### src/rtl/srb_pkg.sv
// Shared types for the bit-serial register bank.
// Assumes: three register groups (top, next, others), three actions each.
package srb_pkg;

    typedef enum logic [1:0] {
        ACT_HOLD = 2'd0,
        ACT_DN   = 2'd1,
        ACT_UP   = 2'd2
    } act_e;

    // Operation codes; encoding is part of the external contract
    typedef enum logic [2:0] {
        OP_HHH  = 3'd0,
        OP_LOAD = 3'd1,
        OP_UDD  = 3'd2,
        OP_HUU  = 3'd3,
        OP_DDD  = 3'd4,
        OP_DDH  = 3'd5,
        OP_HDD  = 3'd6,
        OP_UUH  = 3'd7
    } op_e;

    typedef struct packed {
        act_e tos;
        act_e nos;
        act_e oth;
        logic ld;
    } ctl_t;

endpackage

### src/rtl/srb_op_decode.sv
// Expands the 3-bit operation code into per-group actions plus a load strobe.
// Assumes: purely combinational; the caller qualifies the load strobe.
module srb_op_decode
    import srb_pkg::*;
(
    input  logic [2:0] op_i,
    output ctl_t       ctl_o
);

    // Fixed table of group actions
    always_comb begin
        ctl_o = '{tos: ACT_HOLD, nos: ACT_HOLD, oth: ACT_HOLD, ld: 1'b0};
        unique case (op_e'(op_i))
            OP_HHH:  ;
            OP_LOAD: ctl_o.ld = 1'b1;
            OP_UDD:  ctl_o = '{tos: ACT_UP,   nos: ACT_DN,   oth: ACT_DN,   ld: 1'b0};
            OP_HUU:  ctl_o = '{tos: ACT_HOLD, nos: ACT_UP,   oth: ACT_UP,   ld: 1'b0};
            OP_DDD:  ctl_o = '{tos: ACT_DN,   nos: ACT_DN,   oth: ACT_DN,   ld: 1'b0};
            OP_DDH:  ctl_o = '{tos: ACT_DN,   nos: ACT_DN,   oth: ACT_HOLD, ld: 1'b0};
            OP_HDD:  ctl_o = '{tos: ACT_HOLD, nos: ACT_DN,   oth: ACT_DN,   ld: 1'b0};
            OP_UUH:  ctl_o = '{tos: ACT_UP,   nos: ACT_UP,   oth: ACT_HOLD, ld: 1'b0};
            default: ;
        endcase
    end

endmodule

### src/rtl/srb_lane.sv
// One serial register with its zero flag.
// Assumes: W is even and at least LW. In narrow mode only the lower W/2 bits
// are live; the upper half is cleared every clock.
module srb_lane
    import srb_pkg::*;
#(
    parameter int W  = 32,
    parameter int LW = 8
) (
    input  logic          clk,
    input  logic          rst_n,
    input  act_e          act_i,
    input  logic          wide_i,
    input  logic          sin_i,
    input  logic          ld_i,
    input  logic [LW-1:0] ld_val_i,
    input  logic          arm_i,
    output logic          sout_o,
    output logic          zf_o
);

    localparam int HALF = W / 2;

    logic [W-1:0] r_q, r_nxt, mask;
    logic         zf_q;

    // Length mask for the current mode
    always_comb mask = wide_i ? {W{1'b1}} : {{(W-HALF){1'b0}}, {HALF{1'b1}}};

    // Output bit: top live bit when shifting up, LSB otherwise
    always_comb sout_o = (act_i == ACT_UP) ? (wide_i ? r_q[W-1] : r_q[HALF-1]) : r_q[0];

    // Next register value from action, load and length mask
    always_comb begin
        r_nxt = r_q;
        unique case (act_i)
            ACT_DN: begin
                r_nxt = r_q >> 1;
                if (wide_i) r_nxt[W-1] = sin_i;
                else        r_nxt[HALF-1] = sin_i;
            end
            ACT_UP:  r_nxt = {r_q[W-2:0], sin_i};
            default: ;
        endcase
        if (ld_i) r_nxt = {{(W-LW){1'b0}}, ld_val_i};
        r_nxt = r_nxt & mask;
    end

    // Register state
    always_ff @(posedge clk) begin
        if (!rst_n) r_q <= '0;
        else        r_q <= r_nxt;
    end

    // Zero flag: armed to 1, cleared sticky by a 1 leaving during a shift
    always_ff @(posedge clk) begin
        if (!rst_n || arm_i)                        zf_q <= 1'b1;
        else if (act_i != ACT_HOLD && sout_o)       zf_q <= 1'b0;
    end

    assign zf_o = zf_q;

endmodule

### src/rtl/serial_regbank.sv
// Bank of program and internal serial registers driven by one operation code.
// Assumes: lanes 0..N_PROG-1 are program registers, lane N_PROG is the
// constant register, lane N_PROG+1 the data register.
module serial_regbank
    import srb_pkg::*;
#(
    parameter int N_PROG = 8,
    parameter int W      = 32,
    parameter int LW     = 8,
    localparam int N_LANE = N_PROG + 2
) (
    input  logic              clk,
    input  logic              rst_n,
    input  logic [2:0]        op_i,
    input  logic              wide_i,
    input  logic [N_LANE-1:0] fab_in_i,
    output logic [N_LANE-1:0] fab_out_o,
    input  logic              ld_cst_i,
    input  logic              ld_dat_i,
    input  logic [LW-1:0]     ld_val_i,
    input  logic              arm_i,
    output logic [N_LANE-1:0] zf_o
);

    localparam int IDX_CST = N_PROG;
    localparam int IDX_DAT = N_PROG + 1;

    ctl_t ctl;

    srb_op_decode u_dec (
        .op_i  (op_i),
        .ctl_o (ctl)
    );

    // One lane per register; group and load select by position
    for (genvar i = 0; i < N_LANE; i++) begin : g_lane
        act_e lane_act;
        logic lane_ld;

        if (i == 0) begin : g_tos
            assign lane_act = ctl.tos;
        end else if (i == 1) begin : g_nos
            assign lane_act = ctl.nos;
        end else begin : g_oth
            assign lane_act = ctl.oth;
        end

        if (i == IDX_CST) begin : g_ldc
            assign lane_ld = ctl.ld & ld_cst_i;
        end else if (i == IDX_DAT) begin : g_ldd
            assign lane_ld = ctl.ld & ld_dat_i;
        end else begin : g_nold
            assign lane_ld = 1'b0;
        end

        srb_lane #(.W(W), .LW(LW)) u_lane (
            .clk      (clk),
            .rst_n    (rst_n),
            .act_i    (lane_act),
            .wide_i   (wide_i),
            .sin_i    (fab_in_i[i]),
            .ld_i     (lane_ld),
            .ld_val_i (ld_val_i),
            .arm_i    (arm_i),
            .sout_o   (fab_out_o[i]),
            .zf_o     (zf_o[i])
        );
    end

endmodule

### config.mk
export PLATFORM = sky130hd
export DESIGN_NAME = serial_regbank
export DESIGN_NICKNAME = d
export VERILOG_FILES = /design/src/rtl/srb_pkg.sv /design/src/rtl/srb_op_decode.sv /design/src/rtl/srb_lane.sv /design/src/rtl/serial_regbank.sv
export SDC_FILE = /design/constraint.sdc
export NUM_CORES = 1
export LEC_CHECK = 0
export ABC_AREA = 1
export BUFFER_PORTS_ARGS = -buffer_cell sky130_fd_sc_hd__buf_2
export CAP_MARGIN = 25
export CORE_ASPECT_RATIO = 0.8
export CORE_MARGIN = 4
export CORE_UTILIZATION = 56
export CTS_CLUSTER_DIAMETER = 40
export DETAILED_ROUTE_END_ITERATION = 10
export GPL_ROUTABILITY_DRIVEN = 0
export GPL_TIMING_DRIVEN = 0
export PLACE_DENSITY = 0.8
export SYNTH_ARGS = -nofsm -noshare
export SYNTH_HDL_FRONTEND = slang
export SYNTH_SLANG_ARGS = --single-unit
### constraint.sdc
create_clock -name clk -period 1.77 [get_ports clk]
set_input_delay 0.2655 -clock clk [delete_from_list [all_inputs] [get_ports clk]]
set_output_delay 0.2655 -clock clk [all_outputs]
set_load 0.005 [all_outputs]
## After elaboration in Yosys (flattened, before gate mapping)

Cells that the tools add are included.

- Equal/unequal tests: 13
- Muxes and demuxes: 55
- Bitwise operators: 12
- Reduce and logical (&&, ||, !) cells: 15

Operator list:

| operator | number |
|---|---|
| $pmux W32 S2 | 10 |
| $and A32 B32 Y32 | 10 |
| $mux W32 | 3 |
| $mux W1 | 41 |
| $pmux W6 S6 | 1 |
| $eq A3 B3 Y1 const B | 4 |
| $logic_and A1 B1 Y1 | 10 |
| $eq A2 B1 Y1 const B | 3 |
| $eq A2 B2 Y1 const B | 3 |
| $eq A3 B2 Y1 const B | 2 |
| $reduce_bool A2 Y1 | 3 |
| $eq A3 B1 Y1 const B | 1 |
| $and A1 B1 Y1 | 2 |
| $logic_not A1 Y1 | 1 |
| $logic_or A1 B1 Y1 | 1 |

- Word-level logic and storage cells: 115
- Output and inout bits: 20
- Input port bits: 27
- Bits in registers: 330

## Depth between registers and ports, before layout

- Depth in word-level cells: 6
- Depth in mapped cells: 11
- Depth with buffers taken out: 8

## Cells and area by module

A second synthesis with hierarchy kept.

- Cells, all modules: 2,558
- Area, all modules: 17,317.9 um^2

By module, submodules not included:

| module | sequential area each (um^2) | instances | cells an instance | area an instance (um^2) |
|---|---|---|---|---|
| srb_lane | 660.6 | 10 | 254 | 1,724.2 |
| srb_op_decode | 0.0 | 1 | 13 | 57.6 |
| serial_regbank | 0.0 | 1 | 5 | 18.8 |

## Worst setup path after synthesis

No wires, ideal clock.

- Path type: input to register
- Start point: input port op_i[2]
- End point: register g_lane[0].u_lane.r_q[25]
- Data required time: 1,700 ps
- Path slack: -153 ps
- Library setup time: 70 ps
- Data arrival time: 1,853 ps
- Stages: 11
- Buffers on the path: 4
- Cells stage by stage: inv_2 > buf_2 > buf_1 > o22ai_1 > inv_1 > ha_1 > clkbuf_1 > inv_1 > clkbuf_1 > o21ai_0 > a21oi_1

- Longest elaborated chain between the ends: 5
- Elaborated cells on any way between the ends: 11
- Classes of those cells: eq/ne: 8; mux: 2; bitwise: 1

RTL lines:

| element | line | source |
|---|---|---|
| from (decl) | serial_regbank.sv:14 | `input logic [2:0] op_i,` |
| $eq A3 B3 Y1 or $eq A3 B2 Y1 (tied branches) | srb_op_decode.sv:13 | `unique case (op_e'(op_i))` |
| $pmux W6 S6 (*) | srb_op_decode.sv:13 |  |
| $eq A2 B2 Y1 or $eq A2 B1 Y1 (tied branches) | srb_lane.sv:36 | `unique case (act_i)` |
| $pmux W32 S2 (*) | srb_lane.sv:36 |  |
| $and A32 B32 Y32 (*) | srb_lane.sv:46 | `r_nxt = r_nxt & mask;` |
| to (signal assigned) | srb_lane.sv:52 | `else r_q <= r_nxt;` |
| to (decl) | srb_lane.sv:24 | `logic [W-1:0] r_q, r_nxt, mask;` |

Mark *: on every way between the ends. The rest lies on a longest branch, timed or not.
A chain may end at the register's enable or synchronous reset.

## Worst setup path after layout

- Start point: input port op_i[2]
- End point: output port fab_out_o[0]

- Longest elaborated chain between the ends: 4
- Elaborated cells on any way between the ends: 9
- Classes of those cells: eq/ne: 7; mux: 2

RTL lines:

| element | line | source |
|---|---|---|
| $eq A3 B3 Y1 or $eq A3 B2 Y1 (tied branches) | srb_op_decode.sv:13 |  |
| $pmux W6 S6 (*) | srb_op_decode.sv:13 |  |
| $eq A2 B2 Y1 (*) | srb_lane.sv:31 | `always_comb sout_o = (act_i == ACT_UP) ? (wide_i ? r_q[W-1] : r_q[HALF-1]) : r_q[0];` |
| $mux W1 (*) | srb_lane.sv:31 |  |
| to (decl) | serial_regbank.sv:17 | `output logic [N_LANE-1:0] fab_out_o,` |

Marked as above.

==> impl_metrics.ini <==
[logic_synthesis]
synthTopCellsByArea = dfxtp_1, nand2_1, a21oi_1, a31oi_1, o21ai_0
syn_inst = 2060
async_reset_ff_frac = 0
avgSynthCellArea_sq_um = 6.997
ys_seq_area_frac = 0.4583
synth.most_common_cell = nand2_1
synth_top_cell_by_area = dfxtp_1
synth_edf_count = 0
synth_common_cells = nand2_1, dfxtp_1, a21oi_1
synth_cell_types = 26
synthesis.nets = 2090
ys_ff_latch = 330
yosys_most_used_dff = dfxtp_1
synth_top_area_frac = 0.4583
syn-cell-area_sq_mm = 0.01441
yosysWarnings = 0

[die]
coreArea_sq_mm = 0.02531
dieArea_sq_mm = 0.02839
start_util = 0.5695
rows = 52
fp.dieW_um = 187.4
die_y_um = 151.5
io_pins = 47

[finish]
fin_area_sq_mm = 0.01705
area_growth_syn_to_layout_pct = 18.30
fin_nets = 2200
antennaDiodeCount = 0
drive_gt1_frac = 0.1287
n_fill_cell = 2056
final_util = 0.6737

[critical_path]
worst-setup-path-type = in2out
endpoint_kind = output port
arrival_ns = 1.51
worst-path-max-fanout = 4
required_ns = 1.50
start_kind = input port

[clock_tree]
cts_buffers = 38
hold_buffers = 0
root_buffer = clkbuf_16
cts.sinks = 330
clkTransAtPathRegs_ns = 0.06
clk_latency_ns = 0.52
clockBufferDepth = 3
htree_levels = 2
cts_tree = done

[timing]
worst_slack_ns = -0.002596
period_minus_slack_ns = 1.773
slew-limit-headroom = 0.4737
period_share = 1.001
setup_viol = 1
worst-slew-pin-transition_ns = 0.7894
hold_violations = 0
drv_slew = 0
fin_setup_tns_ns = -0.002596
finalClockSkew_ns = 0.01425
rsz0062_at_grt = true
fmax_mhz = 564.1

[routing]
post_drt_via_cell_ratio = 5.953
drt_pass1_iterations = 7
drtIter0Drc = 1970
wire_per_inst_um = 16.48
postRouteAntennaNets = 0
vias = 15020
routed_wl_um = 41580
drc = 0

[placement]
pre_cts_ws_ns = -0.8593
placed_area_sq_mm = 0.01508
place.port_buffers = 45
hpwl_um = 27500

[power]
pwr_density_cell_mw_per_mm2 = 1063
finalPower_mw = 18.12
p_leak_nw = 6.039
irDropWorstVdd_uv = 729.7

[global_routing]
grt_max_degree = 20
grt_overflow = 0
grt.total_usage = 0.2822
grt_pass1_wl_um = 67410
antenna_found_initial = 0
grt_pass1_vias = 13420

[hold_path]
holdCritPathClass = in2reg

[status]
violations = negative setup slack
status = finished, violations left

[job]
cap_violations = 0
==> layout by cell type, fill, tap and decap left out, drive strengths merged <==
master      n
a31oi     141
clkbuf    150
buf       154
a21oi     298
nor2       58
or2         2
clkinvlp    4
nor3        3
dfxtp     330
o21a        1
inv        71
clkinv     10
o21ai     153
nand3      78
ha          3
o211ai      8
nand2     702
nand4      16
o22ai       2
bufinv      7
and2        8
==> worst max-delay path, stage by stage <==
cell	delay (ns)
buf_6	0.11
inv_2	0.06
buf_12	0.13
o22ai_4	0.29
ha_4	0.24
nand3_4	0.08
o21ai_4	0.07
inv_2	0.05
buf_6	0.11
buf_6	0.10
==> through the flow <==
| step | cells | hold slack (ns) |
|---|---|---|
| after detailed placement | 2430 | 0.4426 |
| after global placement | 2429 | 0.4339 |
| final | 2523 | 0.02394 |
| after global routing | 2523 | 0.04241 |
| after floorplan | 2060 | 0.4119 |
| after CTS | 2518 | 0.02163 |
==> cell type report <==
cell class | count | area, sq um | area share
repair buffers | 78 | 559.3 | 0.03280
clock buffers | 48 | 1080 | 0.06333
flip-flops and latches | 330 | 6644 | 0.3896
inverters | 71 | 274.0 | 0.01607
well taps | 324 | 405.4 | 0.02377
clock inverters | 21 | 307.8 | 0.01805
plain buffers | 178 | 887.1 | 0.05203
multi-input cells | 1473 | 6894 | 0.4043
==> sequential cells by signal (all words and copies together), names as in the netlist <==
register / count
g_lane.u_lane.r_q: 320
g_lane.u_lane.zf_o: 10
==> per-layer routing <==
| layer | GRT usage | vias up | routed length, um |
|---|---|---|---|
| met4 | 0.08767 | 0 | 1084 |
| met1 | 0.4066 | 7074 | 18060 |
| met5 | 0 | - | 0 |
| met2 | 0.4360 | 749 | 18380 |
| met3 | 0.05062 | 90 | 4061 |
| li1 | - | 7107 | - |
==> timing repair <==
| item | in CTS | in global routing |
|---|---|---|
| pin swaps | 14 | 16 |
| setup buffers | 22 | 11 |
| resized for setup | 91 | 44 |
| setup endpoints to repair | 43 | 13 |
==> cells by family (layout without fill, tap and decap cells) <==
family	after synthesis	count (layout)	synth area share
buf+inv	257	396	0.07682
flops	330	330	0.4583
simple gates	867	867	0.2389
fa+ha+maj	3	3	0.002604
compound gates	603	603	0.2234
==> where the power goes <==
part,switching [mW],internal (mW),leakage [nW]
clock network,3.22,5.37,0.682
logic,1.17,0.556,2.67
registers,0.173,7.63,2.68
==> path summary, 6_finish.rpt <==
path,startpoint,end,slack (ns),depth (start not counted)
worst min register to register,g_lane[6].u_lane.zf_o$_SDFFE_PP1P_,g_lane[6].u_lane.zf_o$_SDFFE_PP1P_,0.45,2
worst max register to register,g_lane[8].u_lane.r_q[15]$_SDFFE_PP0P_,g_lane[8].u_lane.zf_o$_SDFFE_PP1P_,0.08,12
worst max-delay path,op_i[2],fab_out_o[0],-0.003,10
worst min-delay path,arm_i,g_lane[0].u_lane.zf_o$_SDFFE_PP1P_,0.02,3
No activity file was read; power rests on OpenSTA's default activity.
